File: config.mk
export PLATFORM = sky130hd
export DESIGN_NAME = seqwdt_top
export DESIGN_NICKNAME = d
export VERILOG_FILES = /design/src/rtl/seqwdt_pkg.sv /design/src/rtl/seqwdt_prescaler.sv /design/src/rtl/seqwdt_service.sv /design/src/rtl/seqwdt_countdown.sv /design/src/rtl/seqwdt_pdcnt.sv /design/src/rtl/seqwdt_top.sv
export SDC_FILE = /design/constraint.sdc
export NUM_CORES = 1
export LEC_CHECK = 0
export BUFFER_PORTS_ARGS = -buffer_cell sky130_fd_sc_hd__buf_2
export CORE_UTILIZATION = 25
export DETAILED_ROUTE_END_ITERATION = 7
export SLEW_MARGIN = 10
export SYNTH_ARGS = -nofsm -noshare
export SYNTH_HDL_FRONTEND = slang
export SYNTH_SLANG_ARGS = --single-unit
File: constraint.sdc
create_clock -name clk -period 6.55 [get_ports clk]
set_input_delay 0.3275 -clock clk [delete_from_list [all_inputs] [get_ports clk]]
set_output_delay 0.3275 -clock clk [all_outputs]
set_load 0.005 [all_outputs]
File: src/rtl/seqwdt_pkg.sv
package seqwdt_pkg;
    timeunit 1ns; timeprecision 1ps;

    localparam logic [3:0]  ADDR_CTRL  = 4'h0;
    localparam logic [3:0]  ADDR_SVC   = 4'h2;
    localparam logic [3:0]  ADDR_CAUSE = 4'h4;
    localparam logic [3:0]  ADDR_MISC  = 4'h8;

    localparam logic [15:0] KEY_ARM  = 16'h5555;
    localparam logic [15:0] KEY_FIRE = 16'hAAAA;

    localparam int TOUT_W   = 8;
    localparam int TOUT_LSB = 8;
    localparam int B_SUSP   = 0;
    localparam int B_EN     = 2;
    localparam int B_MODE   = 3;
    localparam int B_SRST   = 4;

    typedef enum logic [2:0] {CD_OFF, CD_RUN, CD_HOLD, CD_BITE, CD_QUIET} cd_state_t;
    typedef enum logic       {SV_IDLE, SV_ARMED} sv_state_t;
    typedef enum logic [1:0] {PD_COUNT, PD_FIRE, PD_OFF} pd_state_t;
    typedef enum logic [1:0] {SR_IDLE, SR_PEND, SR_ACT} sr_state_t;
endpackage

File: src/rtl/seqwdt_prescaler.sv
module seqwdt_prescaler #(
    parameter int HALF_TICKS = 16384
) (
    input  logic clk,
    input  logic rst_n,
    input  logic tick_i,
    input  logic run_i,
    input  logic clr_i,
    output logic half_o
);
    timeunit 1ns; timeprecision 1ps;

    localparam int         W    = (HALF_TICKS > 1) ? $clog2(HALF_TICKS) : 1;
    localparam logic [W-1:0] LAST = W'(HALF_TICKS - 1);

    logic [W-1:0] cnt;

    always_ff @(posedge clk or negedge rst_n) begin
        if (!rst_n)                cnt <= '0;
        else if (clr_i)            cnt <= '0;
        else if (tick_i && run_i)  cnt <= (cnt == LAST) ? '0 : cnt + 1'b1;
    end

    assign half_o = tick_i && run_i && !clr_i && (cnt == LAST);
endmodule

File: src/rtl/seqwdt_service.sv
module seqwdt_service
    import seqwdt_pkg::*;
(
    input  logic        clk,
    input  logic        rst_n,
    input  logic        wr_i,
    input  logic [15:0] data_i,
    output logic        reload_o
);
    timeunit 1ns; timeprecision 1ps;

    sv_state_t state, nxt;

    always_ff @(posedge clk or negedge rst_n) begin
        if (!rst_n) state <= SV_IDLE;
        else        state <= nxt;
    end

    always_comb begin
        nxt = state;
        if (wr_i) begin
            unique case (state)
                SV_IDLE:  nxt = (data_i == KEY_ARM) ? SV_ARMED : SV_IDLE;
                SV_ARMED: nxt = (data_i == KEY_ARM) ? SV_ARMED : SV_IDLE;
                default:  nxt = SV_IDLE;
            endcase
        end
    end

    always_comb begin
        reload_o = wr_i && (state == SV_ARMED) && (data_i == KEY_FIRE);
    end
endmodule

File: src/rtl/seqwdt_countdown.sv
module seqwdt_countdown
    import seqwdt_pkg::*;
(
    input  logic              clk,
    input  logic              rst_n,
    input  logic              start_i,
    input  logic              reload_i,
    input  logic [TOUT_W-1:0] load_val_i,
    input  logic              half_i,
    input  logic              pause_i,
    input  logic              quiet_i,
    output logic              load_o,
    output logic              run_o,
    output logic              expire_o,
    output logic              wdt_rst_n_o
);
    timeunit 1ns; timeprecision 1ps;

    cd_state_t         state, nxt;
    logic [TOUT_W-1:0] cnt;
    logic              load;

    always_comb begin
        unique case (state)
            CD_OFF:          load = start_i;
            CD_RUN, CD_HOLD: load = start_i || reload_i;
            default:         load = 1'b0;
        endcase
    end

    always_ff @(posedge clk or negedge rst_n) begin
        if (!rst_n)                    cnt <= '0;
        else if (load)                 cnt <= load_val_i;
        else if (half_i && cnt != '0)  cnt <= cnt - 1'b1;
    end

    always_ff @(posedge clk or negedge rst_n) begin
        if (!rst_n) state <= CD_OFF;
        else        state <= nxt;
    end

    always_comb begin
        nxt = state;
        unique case (state)
            CD_OFF:   if (start_i) nxt = CD_RUN;
            CD_RUN: begin
                if (load)                        nxt = CD_RUN;
                else if (pause_i)                nxt = CD_HOLD;
                else if (half_i && cnt == '0)    nxt = quiet_i ? CD_QUIET : CD_BITE;
            end
            CD_HOLD:  if (!pause_i) nxt = CD_RUN;
            CD_BITE:  nxt = CD_BITE;
            CD_QUIET: nxt = CD_QUIET;
            default:  nxt = CD_OFF;
        endcase
    end

    always_comb begin
        load_o      = load;
        run_o       = (state == CD_RUN) && !pause_i;
        expire_o    = (state == CD_RUN) && !load && half_i && (cnt == '0);
        wdt_rst_n_o = (state != CD_BITE);
    end

    assert_cnt_rise_on_load_R3: assert property (@(posedge clk) disable iff (!rst_n)
        (cnt > $past(cnt)) |-> $past(load));
    assert_frozen_in_pause_R5: assert property (@(posedge clk) disable iff (!rst_n)
        (pause_i && !load) |=> $stable(cnt));
    assert_bite_held_R6: assert property (@(posedge clk) disable iff (!rst_n)
        !wdt_rst_n_o |=> !wdt_rst_n_o);
endmodule

File: src/rtl/seqwdt_pdcnt.sv
module seqwdt_pdcnt
    import seqwdt_pkg::*;
#(
    parameter int PD_TICKS = 524288
) (
    input  logic clk,
    input  logic rst_n,
    input  logic tick_i,
    input  logic kill_i,
    output logic irq_n_o,
    output logic active_o
);
    timeunit 1ns; timeprecision 1ps;

    localparam int           CW   = $clog2(PD_TICKS + 1);
    localparam logic [CW-1:0] LAST = CW'(PD_TICKS - 1);

    pd_state_t     state, nxt;
    logic [CW-1:0] pcnt;

    always_ff @(posedge clk or negedge rst_n) begin
        if (!rst_n)                                pcnt <= '0;
        else if (state == PD_COUNT && tick_i)      pcnt <= pcnt + 1'b1;
    end

    always_ff @(posedge clk or negedge rst_n) begin
        if (!rst_n) state <= PD_COUNT;
        else        state <= nxt;
    end

    always_comb begin
        nxt = state;
        unique case (state)
            PD_COUNT: begin
                if (kill_i)                       nxt = PD_OFF;
                else if (tick_i && pcnt == LAST)  nxt = PD_FIRE;
            end
            PD_FIRE:  nxt = PD_OFF;
            PD_OFF:   nxt = PD_OFF;
            default:  nxt = PD_OFF;
        endcase
    end

    always_comb begin
        irq_n_o  = (state != PD_FIRE);
        active_o = (state == PD_COUNT);
    end

    assert_irq_one_cycle_R9: assert property (@(posedge clk) disable iff (!rst_n)
        !irq_n_o |=> irq_n_o);
endmodule

File: src/rtl/seqwdt_top.sv
module seqwdt_top
    import seqwdt_pkg::*;
#(
    parameter int HALF_TICKS = 16384,
    parameter int PD_TICKS   = 524288
) (
    input  logic        clk,
    input  logic        por_n,
    input  logic        rst_n,
    input  logic        lf_tick,
    input  logic        low_pwr,
    input  logic        bus_wr,
    input  logic [3:0]  bus_addr,
    input  logic [15:0] bus_wdata,
    output logic [15:0] bus_rdata,
    output logic        wdt_rst_n,
    output logic        sw_rst_n,
    output logic        pd_irq_n
);
    timeunit 1ns; timeprecision 1ps;

    logic              ctrl_wr, svc_wr, misc_wr;
    logic [TOUT_W-1:0] tout_q, load_val;
    logic              mode_q, en_q, susp_q, once_q;
    logic [1:0]        cause_q;
    logic              start, reload, load, run, half, expire, pause, kill, pd_active;
    sr_state_t         sr_state, sr_nxt;
    logic              sr_enter;

    assign ctrl_wr  = bus_wr && (bus_addr == ADDR_CTRL);
    assign svc_wr   = bus_wr && (bus_addr == ADDR_SVC);
    assign misc_wr  = bus_wr && (bus_addr == ADDR_MISC);
    assign start    = ctrl_wr && bus_wdata[B_EN] && !en_q;
    assign load_val = ctrl_wr ? bus_wdata[TOUT_LSB +: TOUT_W] : tout_q;
    assign pause    = susp_q && low_pwr;
    assign kill     = misc_wr && (bus_wdata == 16'h0000);

    // control register: sticky enable, suspend taken from the first write only
    always_ff @(posedge clk or negedge rst_n) begin
        if (!rst_n) begin
            tout_q <= '0;
            mode_q <= 1'b0;
            en_q   <= 1'b0;
            susp_q <= 1'b0;
            once_q <= 1'b0;
        end else if (ctrl_wr) begin
            tout_q <= bus_wdata[TOUT_LSB +: TOUT_W];
            mode_q <= bus_wdata[B_MODE];
            en_q   <= en_q | bus_wdata[B_EN];
            if (!once_q) susp_q <= bus_wdata[B_SUSP];
            once_q <= 1'b1;
        end
    end

    // cause register lives in the power-on domain
    always_ff @(posedge clk or negedge por_n) begin
        if (!por_n)                  cause_q <= 2'b00;
        else if (expire || sr_enter) cause_q <= {expire, sr_enter};
    end

    // soft-reset request: held until the slow tick samples it
    always_ff @(posedge clk or negedge rst_n) begin
        if (!rst_n) sr_state <= SR_IDLE;
        else        sr_state <= sr_nxt;
    end

    always_comb begin
        sr_nxt = sr_state;
        unique case (sr_state)
            SR_IDLE: if (ctrl_wr && !bus_wdata[B_SRST]) sr_nxt = SR_PEND;
            SR_PEND: if (lf_tick) sr_nxt = SR_ACT;
            SR_ACT:  if (lf_tick) sr_nxt = SR_IDLE;
            default: sr_nxt = SR_IDLE;
        endcase
    end

    always_comb begin
        sr_enter = (sr_state == SR_PEND) && lf_tick;
        sw_rst_n = (sr_state != SR_ACT);
    end

    seqwdt_prescaler #(.HALF_TICKS(HALF_TICKS)) u_pre (
        .clk(clk), .rst_n(rst_n), .tick_i(lf_tick), .run_i(run),
        .clr_i(load), .half_o(half)
    );

    seqwdt_service u_svc (
        .clk(clk), .rst_n(rst_n), .wr_i(svc_wr), .data_i(bus_wdata),
        .reload_o(reload)
    );

    seqwdt_countdown u_cd (
        .clk(clk), .rst_n(rst_n), .start_i(start), .reload_i(reload),
        .load_val_i(load_val), .half_i(half), .pause_i(pause),
        .quiet_i(mode_q), .load_o(load), .run_o(run), .expire_o(expire),
        .wdt_rst_n_o(wdt_rst_n)
    );

    seqwdt_pdcnt #(.PD_TICKS(PD_TICKS)) u_pd (
        .clk(clk), .rst_n(rst_n), .tick_i(lf_tick), .kill_i(kill),
        .irq_n_o(pd_irq_n), .active_o(pd_active)
    );

    always_comb begin
        bus_rdata = 16'h0000;
        unique case (bus_addr)
            ADDR_CTRL: begin
                bus_rdata[TOUT_LSB +: TOUT_W] = tout_q;
                bus_rdata[B_SRST] = 1'b1;
                bus_rdata[B_MODE] = mode_q;
                bus_rdata[B_EN]   = en_q;
                bus_rdata[B_SUSP] = susp_q;
            end
            ADDR_CAUSE: bus_rdata[1:0] = cause_q;
            ADDR_MISC:  bus_rdata[0]   = pd_active;
            default:    bus_rdata = 16'h0000;
        endcase
    end

    assert_enable_sticky_R4: assert property (@(posedge clk) disable iff (!rst_n)
        $past(en_q) |-> en_q);
    assert_suspend_locked_R5: assert property (@(posedge clk) disable iff (!rst_n)
        $past(once_q) |-> $stable(susp_q));
    assert_srst_on_tick_R10: assert property (@(posedge clk) disable iff (!rst_n)
        $fell(sw_rst_n) |-> $past(lf_tick));
endmodule

# After elaboration in Yosys (flattened, before gate mapping)
# Cells that the tools add are included.
# W data, S select, Z words.
[op_classes]
add_sub_neg = 3
eq_ne = 23
muxes = 26
bitwise_logic = 2
n_reduce_logical = 41
[ops]
columns = ["operator", "count"]
rows = [
  ["$mux W14", 3],
  ["$mux W8", 4],
  ["$logic_and A1 B1 Y1", 22],
  ["$mux W3", 7],
  ["$add A20 B1 Y20 const B", 1],
  ["$eq A20 B19 Y1 const B", 1],
  ["$eq A16 B15 Y1 const B", 1],
  ["$eq A16 B16 Y1 const B", 1],
  ["$logic_not A16 Y1", 1],
  ["$pmux W3 S5", 1],
  ["$add A14 B1 Y14 const B", 1],
  ["$eq A14 B14 Y1 const B", 1],
  ["$mux W2", 6],
  ["$ne A2 B2 Y1 const B", 5],
  ["$logic_not A8 Y1", 1],
  ["$reduce_bool A8 Y1", 1],
  ["$sub A8 B1 Y8 const B", 1],
  ["$eq A3 B2 Y1 const B", 2],
  ["$ne A3 B2 Y1 const B", 2],
  ["$pmux W2 S3", 1],
  ["$reduce_and A3 Y1", 2],
  ["$eq A4 B2 Y1 const B", 1],
  ["$eq A4 B3 Y1 const B", 1],
  ["$eq A4 B4 Y1 const B", 1],
  ["other kinds (19)", 27],
]
[word_totals]
register_bits = 64
in_bits = 26
output_inout_bits = 19
wordCells = 108

# Longest topological paths before layout
[logic_depth]
depth_word = 14
ltp_mapped = 8
ltp_nobuf = 6

# By module
# From an unflattened synthesis, not the netlist that was laid out.
[hier_totals]
hier_cells = 346
area_unflattened_um2 = 3560.9
[by_module_without_submodules]
columns = ["module", "instances", "cells_per_inst", "area_per_inst_um2", "seq_area_each_um2"]
rows = [
  ["seqwdt_pdcnt", 1, 86, 1033.5, 550.5],
  ["seqwdt_top", 1, 74, 875.8, 400.4],
  ["seqwdt_prescaler", 1, 88, 808.3, 350.3],
  ["seqwdt_countdown", 1, 83, 696.9, 275.3],
  ["seqwdt_service", 1, 15, 146.4, 25.0],
]

# Worst setup path before layout
# Ideal clock, no wire load.
[synth_timing]
path_kind = "flip-flop to flip-flop"
start = "reg u_cd.cnt[5]"
end = "reg u_cd.cnt[1]"
setup_ns = 0.083
arrival_time_ns = 2.029
required_ns = 6.467
path_slack_ns = 4.438
path_stages_with_launch = 6
period_less_slack_ns = 2.112
path_cell_list = "dfrtp_1 or4_4 or4b_4 nand3_4 mux2_2 o21ai_0"
[synth_between]
elab_chain_cells = 3
[synth_lines]
columns = ["item", "line_no", "rtl"]
rows = [
  ["start: declaration", "seqwdt_countdown.sv:20", "logic [TOUT_W-1:0] cnt;"],
  ["start signal: assignment", "seqwdt_countdown.sv:33", "else if (load) cnt <= load_val_i;"],
  ["start signal: assignment", "seqwdt_countdown.sv:34", "else if (half_i && cnt != '0) cnt <= cnt - 1'b1;"],
  ["$reduce_bool A8 Y1", "seqwdt_countdown.sv:34", ""],
  ["$logic_and A1 B1 Y1", "seqwdt_countdown.sv:34", ""],
  ["$reduce_bool A2 Y1 (no source line)", "--", ""],
]
# No other way between the ends.
# A chain may end at the register's enable or synchronous reset.

# Worst setup path in the final report
[layout_timing]
start = "reg u_pre.cnt[0]"
end = "reg u_cd.state[1]"
[layout_between]
elab_chain_cells = 5
[layout_lines]
columns = ["item", "line_no", "rtl"]
rows = [
  ["start: declaration", "seqwdt_prescaler.sv:16", "logic [W-1:0] cnt;"],
  ["start signal: assignment", "seqwdt_prescaler.sv:21", "else if (tick_i && run_i) cnt <= (cnt == LAST) ? '0 : cnt + 1'b1;"],
  ["$eq A14 B14 Y1", "seqwdt_prescaler.sv:24", "assign half_o = tick_i && run_i && !clr_i && (cnt == LAST);"],
  ["$logic_and A1 B1 Y1", "seqwdt_prescaler.sv:24", ""],
  ["$logic_and A1 B1 Y1", "seqwdt_countdown.sv:49", "else if (half_i && cnt == '0) nxt = quiet_i ? CD_QUIET : CD_BITE;"],
  ["$ne A4 B1 Y1 (no source line)", "--", ""],
  ["$reduce_and A3 Y1 (no source line)", "--", ""],
  ["end signal: assignment", "seqwdt_countdown.sv:39", "else state <= nxt;"],
  ["end: declaration", "seqwdt_countdown.sv:19", "cd_state_t state, nxt;"],
]
# No other way between the ends.

==> impl_metrics.json <==
{
  "firstDrtPassIters": 4,
  "cp.required_ns": 6.77,
  "drc": 0,
  "drt-total-wl_mm": 8.055,
  "synth_top_cell_by_area": "dfrtp_1",
  "r2r_cells": 6,
  "fp.dieW_um": 119.5,
  "cpPeakStageDelay_ns": 0.48,
  "slew_headroom": 0.3064,
  "synth_edf_count": 0,
  "portBuffers": 41,
  "rsz0062_at_grt": "no",
  "fin_crit_ns": 2.314,
  "cellPowerDensity_mw_per_mm2": 306.8,
  "area_growth_pct": 20.04,
  "synth_async_sr_flop_share": 1.000,
  "status": "finished, final reports clean",
  "cap_viol_max_count": 0,
  "path_class": "flip-flop to flip-flop",
  "grt_pass1_wl_mm": 13.34,
  "synthTopCellsByCount": "dfrtp_1 (64), nand2_1 (28), nor2_1 (25), xnor2_1 (18), mux2_2 (17)",
  "skew_ns": 0.006791,
  "syn_area_mm2": 0.003453,
  "routedWlPerCell_um": 14.46,
  "cts_root_buffer": "clkbuf_16",
  "grt_overflow": 0,
  "insertion_delay_ns": 0.33,
  "critPathTopFamily": "simple AND/OR/NAND/NOR gates",
  "grt_max_degree": 63,
  "io_pins": 45,
  "vias": 2665,
  "cts_resized": 0,
  "cts.sinks": 64,
  "drive_gt1_frac": 0.2415,
  "tns_ns": 0,
  "cts_tree": "yes",
  "grt_pass1_vias": 2619,
  "crit_path_max_fanout": 10,
  "max-vdd-ir-drop_mv": 0.1446,
  "clock_path_buffers": 2,
  "fp.dieH_um": 119.5,
  "num_antenna_cells": 0,
  "power_leakage_nw": 1.815,
  "synth-seq-cells": 64,
  "clkTransAtPathRegs_ns": 0.06,
  "cp.arrival_ns": 2.54,
  "crit_path_top_delay_cell": "nor4_4",
  "avgViaCountPerCell": 4.785,
  "nFillCells": 1375,
  "drtAntennaViolNets": 0,
  "fmax_mhz": 432.2,
  "dp_slack_ns": 4.246,
  "worst-slew-pin-transition_ns": 1.032,
  "syn-instance-count": 334,
  "die_area_mm2": 0.01429,
  "ys_top_cells_by_area": "dfrtp_1 (46%), mux2_2 (5.5%), xnor2_1 (4.6%)",
  "finalHoldViolCount": 0,
  "fp-row-count": 42,
  "total_power_mw": 1.272,
  "post_cts_buffers": 0,
  "coreArea_mm2": 0.01335,
  "start_util": 0.2587,
  "nets": 406,
  "worst-path-buf-inv": 0,
  "numCtsBuffers": 9,
  "worstSetupStartpointType": "flip-flop",
  "synth_area_per_cell_um2": 10.34,
  "maxSlewViolCount": 0,
  "setup_viol": 0,
  "antenna_found_initial": 0,
  "hp-class": "input port to async pin",
  "critical_path_depth": 6,
  "htreeDepth": 3,
  "endpoint_kind": "flip-flop",
  "crit_chain": "ha_1 > nand4_1 > nor4_4 > nand3_1 > a31o_1 > a2111oi_2",
  "synth_cell_types": 57,
  "synth-main-ff-cell": "dfrtp_1",
  "synth_top_area_share": 0.4638,
  "dr.first_iter.drc_count": 138,
  "yosysMostFrequentCell": "dfrtp_1",
  "fin_crit_sh": 0.3533,
  "place_hpwl_mm": 5.899,
  "yosysWarnings": 0,
  "setup_slack_ns": 4.236,
  "utilization": 0.3106,
  "grt.total_usage": 0.1200,
  "yosysSeqAreaShare": 0.4638,
  "routabilityCongestion": 0.8322
}
-- report_power, final --
part / switching (mW) / internal, mW / leakage [nW] / total, mW
clock: 0.179 / 0.333 / 0.148 / 0.512
combinational: 0.125 / 0.120 / 0.826 / 0.245
sequential: 0.0633 / 0.452 / 0.841 / 0.515
-- flip-flops by register name, indices dropped and copies added, names as in the netlist --
register / count
mode_q: 1
u_pd.pcnt: 20
cause_q: 2
susp_q: 1
u_svc.state: 1
u_cd.state: 3
en_q: 1
u_pre.cnt: 14
tout_q: 8
u_pd.state: 2
sr_state: 2
u_cd.cnt: 8
once_q: 1
-- final cells by class --
cell class | instances | area [um2] | share of cell area
repair buffers | 43 | 222.7 | 0.05373
well taps | 176 | 220.2 | 0.05312
flip-flops and latches | 64 | 1602 | 0.3864
inverters | 5 | 18.77 | 0.004528
clock inverters | 7 | 96.34 | 0.02324
multi-input cells | 253 | 1760 | 0.4247
clock buffers | 9 | 225.2 | 0.05433
-- cells by family after synthesis --
| logic type | share of synthesized area |
|---|---|
| buffers and inverters | 0.03043 |
| multiplexers | 0.05833 |
| XOR/XNOR | 0.07355 |
| AO/OA/AOI/OAI | 0.09131 |
| adder cells (fa/ha/maj) | 0.01449 |
| other | 0.001086 |
| AND/OR/NAND/NOR | 0.2670 |
| flip-flops | 0.4638 |
-- cells in the final DEF, fill, tap and decap left out, drive strengths merged, types with 5 or more instances in the layout --
cell type	instances
nor2	25
nand4	15
clkbuf	9
nor4	11
nand3	13
and2	11
o21ai	6
dfrtp	64
nand2	28
xnor2	18
and3	7
buf	42
nand2b	6
mux2	17
inv	5
nor3	10
a21oi	14
xor2	11
and4	5
-- repair_timing --
action / 4_1_cts / 5_1_grt
hold buffers: 1 / 0
endpoints found under the setup margin: 0 / 0
endpoints found under the hold margin: 2 / 0
-- routing by layer --
| metal | share of wire | vias to the layer above | GRT usage |
|---|---|---|---|
| li1 | - | 1295 | - |
| met2 | 0.45 | 66 | 0.1868 |
| met5 | 0 | - | 0 |
| met4 | 0.014 | 0 | 0.04453 |
| met3 | 0.033 | 7 | 0.02424 |
| met1 | 0.50 | 1297 | 0.1639 |
-- final timing paths --
| kind | to | startpoint | slack, ns |
|---|---|---|---|
| max | u_cd.state[1] | u_pre.cnt[0] | 4.24 |
| min | u_pre.cnt[0] | rst_n | 0.17 |
| max reg2reg | u_cd.state[1] | u_pre.cnt[0] | 4.24 |
| min reg2reg | sr_state[0] | sr_state[1] | 0.45 |
| max in group asynchronous | u_pd.pcnt[2] | rst_n | 5.85 |
| min in group clk | mode_q | bus_wdata[3] | 0.27 |
-- metrics by stage --
step / std cells / hold WS, ns / area (um2)
finish: 557 / 0.1696 / 4145
global route: 557 / 0.2542 / 4145
CTS: 557 / 0.2116 / 4145
detailed placement: 540 / 0.1252 / 3814
global placement: 540 / 0.1169 / 3814
floorplan: 336 / 0.03191 / 3461
Power figures use the tool's default switching activity.
